[config.mk]
export PLATFORM = sky130hd
export DESIGN_NAME = err_event_monitor
export DESIGN_NICKNAME = d
export VERILOG_FILES = /design/src/rtl/err_mon_pkg.sv /design/src/rtl/err_evt_group.sv /design/src/rtl/err_evt_counter.sv /design/src/rtl/err_evt_pulse.sv /design/src/rtl/err_event_monitor.sv
export SDC_FILE = /design/constraint.sdc
export NUM_CORES = 1
export LEC_CHECK = 0
export CELL_PAD_IN_SITES_DETAIL_PLACEMENT = 1
export CELL_PAD_IN_SITES_GLOBAL_PLACEMENT = 1
export CORE_MARGIN = 3
export CORE_UTILIZATION = 31
export CTS_CLUSTER_DIAMETER = 50
export DETAILED_ROUTE_END_ITERATION = 6
export GPL_TIMING_DRIVEN = 0
export PLACE_DENSITY = 0.6
export SLEW_MARGIN = 20
export SYNTH_ARGS = -nofsm -noshare
export SYNTH_HDL_FRONTEND = slang
export SYNTH_SLANG_ARGS = --single-unit
[constraint.sdc]
create_clock -name clk -period 6.8 [get_ports clk]
set_input_delay 1.36 -clock clk [delete_from_list [all_inputs] [get_ports clk]]
set_output_delay 1.36 -clock clk [all_outputs]
set_load 0.1 [all_outputs]
[src/rtl/err_mon_pkg.sv]
package err_mon_pkg;

  localparam int unsigned MAP_AW = 4;

  localparam logic [MAP_AW-1:0] ADR_FLAGS_A = 4'd0;
  localparam logic [MAP_AW-1:0] ADR_FLAGS_B = 4'd1;
  localparam logic [MAP_AW-1:0] ADR_EMASK_A = 4'd2;
  localparam logic [MAP_AW-1:0] ADR_EMASK_B = 4'd3;
  localparam logic [MAP_AW-1:0] ADR_TMASK_A = 4'd4;
  localparam logic [MAP_AW-1:0] ADR_TMASK_B = 4'd5;
  localparam logic [MAP_AW-1:0] ADR_COUNT   = 4'd6;
  localparam logic [MAP_AW-1:0] ADR_LIMIT   = 4'd7;
  localparam logic [MAP_AW-1:0] ADR_STATUS  = 4'd8;

  // status word, bit 0 is pend_raw
  typedef struct packed {
    logic lim_reached;
    logic pend_trig;
    logic pend_err;
    logic pend_raw;
  } mon_status_t;

endpackage

[src/rtl/err_evt_group.sv]
module err_evt_group #(
  parameter int unsigned W = 32,
  parameter logic [W-1:0] EMASK_RST = '0,
  parameter logic [W-1:0] TMASK_RST = '0
) (
  input  logic         clk,
  input  logic         rst_n,
  input  logic [W-1:0] evt_i,
  input  logic         emask_we_i,
  input  logic         tmask_we_i,
  input  logic [W-1:0] wdata_i,
  output logic [W-1:0] flags_o,
  output logic [W-1:0] emask_o,
  output logic [W-1:0] tmask_o,
  output logic         hit_err_o,
  output logic         hit_trig_o,
  output logic         pend_raw_o,
  output logic         pend_err_o,
  output logic         pend_trig_o
);

  logic [W-1:0] flags_q, flags_d;
  logic         flags_en;
  logic [W-1:0] emask_q, tmask_q;

  always_comb begin
    flags_en = |evt_i;
    flags_d  = flags_q | evt_i;
  end

  always_ff @(posedge clk or negedge rst_n) begin
    if (!rst_n) begin
      flags_q <= '0;
    end else if (flags_en) begin
      flags_q <= flags_d;
    end
  end

  always_ff @(posedge clk or negedge rst_n) begin
    if (!rst_n) begin
      emask_q <= EMASK_RST;
    end else if (emask_we_i) begin
      emask_q <= wdata_i;
    end
  end

  always_ff @(posedge clk or negedge rst_n) begin
    if (!rst_n) begin
      tmask_q <= TMASK_RST;
    end else if (tmask_we_i) begin
      tmask_q <= wdata_i;
    end
  end

  always_comb begin
    hit_err_o   = |(evt_i & ~emask_q);
    hit_trig_o  = |(evt_i & ~tmask_q);
    pend_raw_o  = |flags_q;
    pend_err_o  = |(flags_q & ~emask_q);
    pend_trig_o = |(flags_q & ~tmask_q);
  end

  assign flags_o = flags_q;
  assign emask_o = emask_q;
  assign tmask_o = tmask_q;

endmodule

[src/rtl/err_evt_counter.sv]
module err_evt_counter #(
  parameter int unsigned CNT_W = 16,
  parameter int unsigned LIM_W = 4,
  parameter logic [LIM_W-1:0] LIM_RST = '1
) (
  input  logic             clk,
  input  logic             rst_n,
  input  logic             inc_i,
  input  logic             lim_we_i,
  input  logic [LIM_W-1:0] lim_wdata_i,
  output logic [CNT_W-1:0] cnt_o,
  output logic [LIM_W-1:0] lim_o,
  output logic             reached_o
);

  localparam logic [CNT_W-1:0] CNT_MAX = '1;

  logic [CNT_W-1:0] cnt_q, cnt_d;
  logic             cnt_en;
  logic [LIM_W-1:0] lim_q;
  logic             reach_q, reach_d;

  always_comb begin
    cnt_en  = inc_i && (cnt_q != CNT_MAX);
    cnt_d   = cnt_q + CNT_W'(1);
    reach_d = reach_q | ((cnt_q != '0) && (cnt_q >= CNT_W'(lim_q)));
  end

  always_ff @(posedge clk or negedge rst_n) begin
    if (!rst_n) begin
      cnt_q <= '0;
    end else if (cnt_en) begin
      cnt_q <= cnt_d;
    end
  end

  always_ff @(posedge clk or negedge rst_n) begin
    if (!rst_n) begin
      lim_q <= LIM_RST;
    end else if (lim_we_i) begin
      lim_q <= lim_wdata_i;
    end
  end

  always_ff @(posedge clk or negedge rst_n) begin
    if (!rst_n) begin
      reach_q <= 1'b0;
    end else begin
      reach_q <= reach_d;
    end
  end

  assign cnt_o     = cnt_q;
  assign lim_o     = lim_q;
  assign reached_o = reach_q;

endmodule

[src/rtl/err_evt_pulse.sv]
module err_evt_pulse #(
  parameter int unsigned N = 2
) (
  input  logic         clk,
  input  logic         rst_n,
  input  logic [N-1:0] hit_i,
  output logic [N-1:0] pulse_o
);

  logic [N-1:0] pulse_q;

  for (genvar g = 0; g < N; g++) begin : g_pulse
    always_ff @(posedge clk or negedge rst_n) begin
      if (!rst_n) begin
        pulse_q[g] <= 1'b0;
      end else begin
        pulse_q[g] <= hit_i[g];
      end
    end
  end

  assign pulse_o = pulse_q;

endmodule

[src/rtl/err_event_monitor.sv]
module err_event_monitor
  import err_mon_pkg::*;
#(
  parameter int unsigned GRP_A_W = 32,
  parameter int unsigned GRP_B_W = 20,
  parameter logic [GRP_A_W-1:0] MASK_A_RST = 32'h01FF_E000,
  parameter logic [GRP_B_W-1:0] MASK_B_RST = 20'hE_087C,
  parameter int unsigned CNT_W  = 16,
  parameter int unsigned LIM_W  = 4,
  parameter int unsigned ADDR_W = 4,
  parameter int unsigned DATA_W = 32
) (
  input  logic              clk,
  input  logic              rst_n,
  input  logic [GRP_A_W-1:0] evt_a_i,
  input  logic [GRP_B_W-1:0] evt_b_i,
  input  logic [ADDR_W-1:0] reg_addr_i,
  input  logic              reg_we_i,
  input  logic [DATA_W-1:0] reg_wdata_i,
  output logic [DATA_W-1:0] reg_rdata_o,
  output logic              err_pulse_o,
  output logic              trig_pulse_o,
  output logic              pend_raw_o,
  output logic              pend_err_o,
  output logic              pend_trig_o,
  output logic              lim_reached_o
);

  localparam int unsigned N_PULSE = 2;
  localparam logic [LIM_W-1:0] LIM_RST = '1;

  // reset: asynchronous assert, synchronous release
  logic rst_meta_q, rst_ns;
  always_ff @(posedge clk or negedge rst_n) begin
    if (!rst_n) begin
      rst_meta_q <= 1'b0;
      rst_ns     <= 1'b0;
    end else begin
      rst_meta_q <= 1'b1;
      rst_ns     <= rst_meta_q;
    end
  end

  // write decode
  logic we_emask_a, we_emask_b, we_tmask_a, we_tmask_b, we_limit;
  always_comb begin
    we_emask_a = reg_we_i && (reg_addr_i == ADDR_W'(ADR_EMASK_A));
    we_emask_b = reg_we_i && (reg_addr_i == ADDR_W'(ADR_EMASK_B));
    we_tmask_a = reg_we_i && (reg_addr_i == ADDR_W'(ADR_TMASK_A));
    we_tmask_b = reg_we_i && (reg_addr_i == ADDR_W'(ADR_TMASK_B));
    we_limit   = reg_we_i && (reg_addr_i == ADDR_W'(ADR_LIMIT));
  end

  logic [GRP_A_W-1:0] flags_a, emask_a, tmask_a;
  logic [GRP_B_W-1:0] flags_b, emask_b, tmask_b;
  logic hit_err_a, hit_trig_a, raw_a, perr_a, ptrig_a;
  logic hit_err_b, hit_trig_b, raw_b, perr_b, ptrig_b;

  err_evt_group #(
    .W(GRP_A_W), .EMASK_RST(MASK_A_RST), .TMASK_RST(MASK_A_RST)
  ) u_grp_a (
    .clk(clk), .rst_n(rst_ns), .evt_i(evt_a_i),
    .emask_we_i(we_emask_a), .tmask_we_i(we_tmask_a),
    .wdata_i(reg_wdata_i[GRP_A_W-1:0]),
    .flags_o(flags_a), .emask_o(emask_a), .tmask_o(tmask_a),
    .hit_err_o(hit_err_a), .hit_trig_o(hit_trig_a),
    .pend_raw_o(raw_a), .pend_err_o(perr_a), .pend_trig_o(ptrig_a)
  );

  err_evt_group #(
    .W(GRP_B_W), .EMASK_RST(MASK_B_RST), .TMASK_RST(MASK_B_RST)
  ) u_grp_b (
    .clk(clk), .rst_n(rst_ns), .evt_i(evt_b_i),
    .emask_we_i(we_emask_b), .tmask_we_i(we_tmask_b),
    .wdata_i(reg_wdata_i[GRP_B_W-1:0]),
    .flags_o(flags_b), .emask_o(emask_b), .tmask_o(tmask_b),
    .hit_err_o(hit_err_b), .hit_trig_o(hit_trig_b),
    .pend_raw_o(raw_b), .pend_err_o(perr_b), .pend_trig_o(ptrig_b)
  );

  logic err_hit, trig_hit;
  assign err_hit  = hit_err_a | hit_err_b;
  assign trig_hit = hit_trig_a | hit_trig_b;

  logic [N_PULSE-1:0] pulses;
  err_evt_pulse #(.N(N_PULSE)) u_pulse (
    .clk(clk), .rst_n(rst_ns),
    .hit_i({trig_hit, err_hit}),
    .pulse_o(pulses)
  );

  logic [CNT_W-1:0] cnt_val;
  logic [LIM_W-1:0] lim_val;
  logic             lim_hit;

  err_evt_counter #(
    .CNT_W(CNT_W), .LIM_W(LIM_W), .LIM_RST(LIM_RST)
  ) u_cnt (
    .clk(clk), .rst_n(rst_ns), .inc_i(err_hit),
    .lim_we_i(we_limit), .lim_wdata_i(reg_wdata_i[LIM_W-1:0]),
    .cnt_o(cnt_val), .lim_o(lim_val), .reached_o(lim_hit)
  );

  mon_status_t status;
  always_comb begin
    status.pend_raw    = raw_a | raw_b;
    status.pend_err    = perr_a | perr_b;
    status.pend_trig   = ptrig_a | ptrig_b;
    status.lim_reached = lim_hit;
  end

  // read mux
  always_comb begin
    reg_rdata_o = '0;
    unique case (reg_addr_i)
      ADDR_W'(ADR_FLAGS_A): reg_rdata_o = DATA_W'(flags_a);
      ADDR_W'(ADR_FLAGS_B): reg_rdata_o = DATA_W'(flags_b);
      ADDR_W'(ADR_EMASK_A): reg_rdata_o = DATA_W'(emask_a);
      ADDR_W'(ADR_EMASK_B): reg_rdata_o = DATA_W'(emask_b);
      ADDR_W'(ADR_TMASK_A): reg_rdata_o = DATA_W'(tmask_a);
      ADDR_W'(ADR_TMASK_B): reg_rdata_o = DATA_W'(tmask_b);
      ADDR_W'(ADR_COUNT):   reg_rdata_o = DATA_W'(cnt_val);
      ADDR_W'(ADR_LIMIT):   reg_rdata_o = DATA_W'(lim_val);
      ADDR_W'(ADR_STATUS):  reg_rdata_o = DATA_W'(status);
      default:              reg_rdata_o = '0;
    endcase
  end

  assign err_pulse_o   = pulses[0];
  assign trig_pulse_o  = pulses[1];
  assign pend_raw_o    = status.pend_raw;
  assign pend_err_o    = status.pend_err;
  assign pend_trig_o   = status.pend_trig;
  assign lim_reached_o = status.lim_reached;

  logic unused_wdata;
  assign unused_wdata = ^reg_wdata_i;

endmodule

==> out/qor.json <==
{
  "boundaryPins": {"value": 129},
  "type_of_the_tightest_min_delay_check": {"value": "reg -> async"},
  "leakagePower": {"value": 5.149, "unit": "nW"},
  "ys_seq_elements": {"value": 181},
  "timing_max_transition_violations_final": {"value": 0},
  "postRouteWirelength": {"value": 43080, "unit": "µm"},
  "async_set_or_reset_flop_fraction_in_the_synthesized_netlist": {"value": 100.0, "unit": "%"},
  "multi_input_area": {"value": 4472, "unit": "µm²"},
  "p_sw": {"value": 1.128, "unit": "mW"},
  "timing.max_slew.rel_slack": {"value": 27.21, "unit": "%"},
  "power.sequential.fraction": {"value": 47.2, "unit": "%"},
  "drive_gt1_share": {"value": 21.94, "unit": "%"},
  "switching_share": {"value": 35.17, "unit": "%"},
  "tns": {"value": 0, "unit": "ns"},
  "start_kind": {"value": "input port"},
  "worstPathRequired": {"value": 5.44, "unit": "ns"},
  "power.ir.vdd_worst": {"value": 174.0, "unit": "µV"},
  "synth_warn": {"value": 0},
  "dp_hpwl": {"value": 34030, "unit": "µm"},
  "chipWidth": {"value": 181.1, "unit": "µm"},
  "skew": {"value": 0.02507, "unit": "ns"},
  "place.gp.congestion": {"value": 0.9387},
  "sequential_cell_area": {"value": 4591, "unit": "µm²"},
  "clock_pin_slew_on_the_worst_setup_and_hold_paths": {"value": 0.07, "unit": "ns"},
  "antenna_cells": {"value": 0},
  "setup.worst_path.class": {"value": "in -> out"},
  "combPwrFrac": {"value": 23.0, "unit": "%"},
  "max_clock_freq": {"value": 0.1498, "unit": "GHz"},
  "max-cap-violations": {"value": 0},
  "antenna_violating_nets_post_route": {"value": 0},
  "drt_iter0_markers": {"value": 770},
  "yosys.cell_types.count": {"value": 47},
  "p_int": {"value": 2.079, "unit": "mW"},
  "pwr-share-clk": {"value": 29.8, "unit": "%"},
  "grt_antenna_before_repair": {"value": 2},
  "flow.area_growth_from_synthesis": {"value": 26.06, "unit": "%"},
  "initial_utilization": {"value": 31.73, "unit": "%"},
  "fp.dieH": {"value": 181.1, "unit": "µm"},
  "status": {"value": "completed"},
  "number_of_iterations_in_the_first_detailed_routing_pass": {"value": 6},
  "postSynth.topFlopCell": {"value": "sky130_fd_sc_hd__dfrtp_1"},
  "grt_first_pass_wirelength": {"value": 61580, "unit": "µm"},
  "rsz0062_at_grt": {"value": "false"},
  "detail_route.wl_per_cell": {"value": 29.86, "unit": "µm"},
  "setup_viol_count_final": {"value": 0},
  "mappedNetlistNets": {"value": 986},
  "final-instance-count-excl-fill": {"value": 1443},
  "number_of_cells_produced_by_synthesis": {"value": 889},
  "power_density": {"value": 267.7, "unit": "nW/µm²"},
  "overall_via_count_from_detail_route": {"value": 8278},
  "grt_max_degree": {"value": 54},
  "groute.usage.overall": {"value": 26.03, "unit": "%"},
  "clk_latency": {"value": 0.46, "unit": "ns"},
  "numCtsBuffers": {"value": 17},
  "maximum_level_of_the_cts_h_tree": {"value": 4},
  "buffer_ports.inserted": {"value": 128},
  "rows": {"value": 63},
  "ctsRootBufferMaster": {"value": "sky130_fd_sc_hd__clkbuf_16"},
  "die_area": {"value": 32800, "unit": "µm²"},
  "core_footprint": {"value": 29950, "unit": "µm²"},
  "numPlacedInstances": {"value": 1411},
  "worst-endpoint-arrival": {"value": 5.31, "unit": "ns"},
  "post_cts_hold_buffer_count": {"value": 0},
  "path_max_fanout": {"value": 10},
  "post-layout-total-power": {"value": 3.207, "unit": "mW"},
  "grt_overflow_total": {"value": 0},
  "timing_hold_violations_final": {"value": 0},
  "post_synth_instance_area": {"value": 9505, "unit": "µm²"},
  "grt_pass1_vias": {"value": 8614},
  "via_per_instance_ratio": {"value": 5.737},
  "n_fill_cell": {"value": 3362},
  "synth_enable_flop_cells": {"value": 0},
  "nets": {"value": 1137},
  "cts-root-to-sink-buffers": {"value": 2},
  "cts_tree": {"value": "built"},
  "worstMarginPinSlew": {"value": 1.088, "unit": "ns"},
  "drc": {"value": 0},
  "layout_min_cycle_time": {"value": 6.674, "unit": "ns"},
  "seq_area_frac_synth": {"value": 48.26, "unit": "%"},
  "numClockSinks": {"value": 181},
  "crit_path_end_kind": {"value": "output pin"},
  "post_synth.cell_area_avg": {"value": 10.69, "unit": "µm²"},
  "period_share": {"value": 98.14, "unit": "%"}
}
[routing by layer]
metal  part of all wire (%)  wire length, µm  track usage, %
met5                  0.039               17               0
met1                     44            18930           36.38
met2                     45            19480           39.86
met4                    3.4             1453           9.476
met3                    7.4             3202           5.557
[through the flow]
step                cell area, µm²  hold WS (ns)  util, %  setup WS (ns)
floorplan                     9505        0.3312        -          1.365
global placement             11270        0.3369    37.64         -1.105
global route                 11980        0.3074    40.00        0.07377
detailed placement           11380        0.2801    38.00        -0.1543
finish                       11980        0.2783    40.00         0.1264
CTS                          11930        0.2863    39.83        0.05748
[worst max-delay path: stages]
cell,delay (ns)
sky130_fd_sc_hd__clkdlybuf4s50_1,0.54
sky130_fd_sc_hd__nand2b_1,0.29
sky130_fd_sc_hd__nor2_1,0.86
sky130_fd_sc_hd__clkbuf_1,0.69
sky130_fd_sc_hd__a22oi_1,0.14
sky130_fd_sc_hd__nand3_1,0.24
sky130_fd_sc_hd__clkdlybuf4s50_1,1.17
[registers in the layout (all words and copies together), names as in the netlist]
| signal | flops |
|---|---|
| u_cnt.cnt_o | 16 |
| u_grp_a.tmask_o | 32 |
| u_grp_a.flags_o | 32 |
| u_grp_b.emask_o | 20 |
| u_grp_a.emask_o | 32 |
| u_cnt.reached_o | 1 |
| rst_ns | 1 |
| u_grp_b.tmask_o | 20 |
| rst_meta_q | 1 |
| u_grp_b.flags_o | 20 |
| u_pulse.pulse_o | 2 |
| u_cnt.lim_o | 4 |
[area by class of cell]
cell class,instances,share of cell area (%)
multi-input combinational,585,37.32
tap,390,4.072
inverter,93,2.913
clock buffer,20,3.728
sequential,181,38.31
clock inverter,12,0.8040
timing repair buffer,132,11.78
buffer,30,1.076
[power by group through the flow]
| stage | clock (mW) | combinational [mW] | sequential, mW |
|---|---|---|---|
| finish | 0.957 | 0.737 | 1.51 |
| global route | 1.02 | 0.779 | 1.53 |
| CTS | 0.976 | 0.736 | 1.50 |
| detailed placement | 0 | 0.732 | 1.52 |
| global placement | 0 | 0.698 | 1.54 |
| floorplan | 0 | 0.474 | 1.40 |
[cells in the mapped netlist (all sizes together), types with 8 or more instances]
master   instances  area share, %
a222oi          19            2.0
a22oi           40            3.2
clkbuf          23           0.91
dfrtp          135             36
dfstp           46             13
inv             93            3.7
mux2           112             13
mux2i            9           0.95
nand2           43            1.7
nand2b          96            6.3
nand3           27            1.4
nand4           10           0.66
nor2b           16            1.1
nor3            15           0.79
nor4            29            2.1
o2111a           8           0.95
o2111ai         24            2.2
o22ai           28            1.8
or2             32            2.1
xor2            12            1.1
[cells in the final DEF (no fill, tap or decap), types with 4 or more instances in the layout]
cell / n
sky130_fd_sc_hd__clkdlybuf4s50_1: 112
sky130_fd_sc_hd__a22oi_1: 40
sky130_fd_sc_hd__dfrtp_1: 134
sky130_fd_sc_hd__buf_1: 6
sky130_fd_sc_hd__dfstp_2: 46
sky130_fd_sc_hd__o22ai_1: 28
sky130_fd_sc_hd__dlymetal6s2s_1: 16
sky130_fd_sc_hd__a221oi_1: 6
sky130_fd_sc_hd__nand2b_1: 96
sky130_fd_sc_hd__o21ai_0: 6
sky130_fd_sc_hd__mux2_2: 112
sky130_fd_sc_hd__a222oi_1: 19
sky130_fd_sc_hd__o2111ai_1: 24
sky130_fd_sc_hd__nor4b_1: 4
sky130_fd_sc_hd__nand3_1: 27
sky130_fd_sc_hd__ha_1: 6
sky130_fd_sc_hd__mux2i_1: 9
sky130_fd_sc_hd__or2_2: 32
sky130_fd_sc_hd__nor2_1: 7
sky130_fd_sc_hd__a22o_1: 4
sky130_fd_sc_hd__clkbuf_1: 23
sky130_fd_sc_hd__nand2_1: 43
sky130_fd_sc_hd__nor3_1: 13
sky130_fd_sc_hd__nand4_1: 10
sky130_fd_sc_hd__nor2b_1: 16
sky130_fd_sc_hd__nor4_1: 27
sky130_fd_sc_hd__xor2_1: 12
sky130_fd_sc_hd__inv_1: 93
sky130_fd_sc_hd__a21oi_1: 6
sky130_fd_sc_hd__clkbuf_16: 17
sky130_fd_sc_hd__o2111a_1: 8
sky130_fd_sc_hd__or4_1: 4
[what timing repair did]
item	4_1_cts	5_1_grt
endpoints found under the setup margin	10	16
hold endpoints to repair	0	0
setup buffers	0	0
resized for setup	1	20
[worst paths after layout]
path / startpoint / to / slack (ns) / cells after the start
worst max register to register: u_grp_a.emask_o[22]$_DFFE_PN1P_ / u_cnt.cnt_o[5]$_DFFE_PN0P_ / 3.80 / 7
min in group clk: rst_meta_q$_DFF_PN0_ / rst_ns$_DFF_PN0_ / 0.36 / 0
worst min-delay path: rst_ns$_DFF_PN0_ / u_grp_a.flags_o[17]$_DFFE_PN0P_ / 0.28 / 0
worst min register to register: rst_ns$_DFF_PN0_ / u_grp_a.flags_o[17]$_DFFE_PN0P_ / 0.28 / 0
worst max-delay path: reg_addr_i[3] / reg_rdata_o[8] / 0.13 / 7
max in group asynchronous: rst_n / rst_ns$_DFF_PN0_ / 5.60 / 1
[cell families (layout without fill, tap and decap cells)]
family	Yosys count	in the layout	synth area share, %
buffers and inverters	123	287	4.897
adder cells (fa/ha/maj)	6	6	0.7898
other	1	1	0.03945
AND/OR/NAND/NOR	289	289	17.64
multiplexers	121	121	14.22
XOR/XNOR	13	13	1.198
flip-flops	181	181	48.26
AO/OA/AOI/OAI	155	155	12.97
Note: power is estimated with default switching activity, not from simulation.
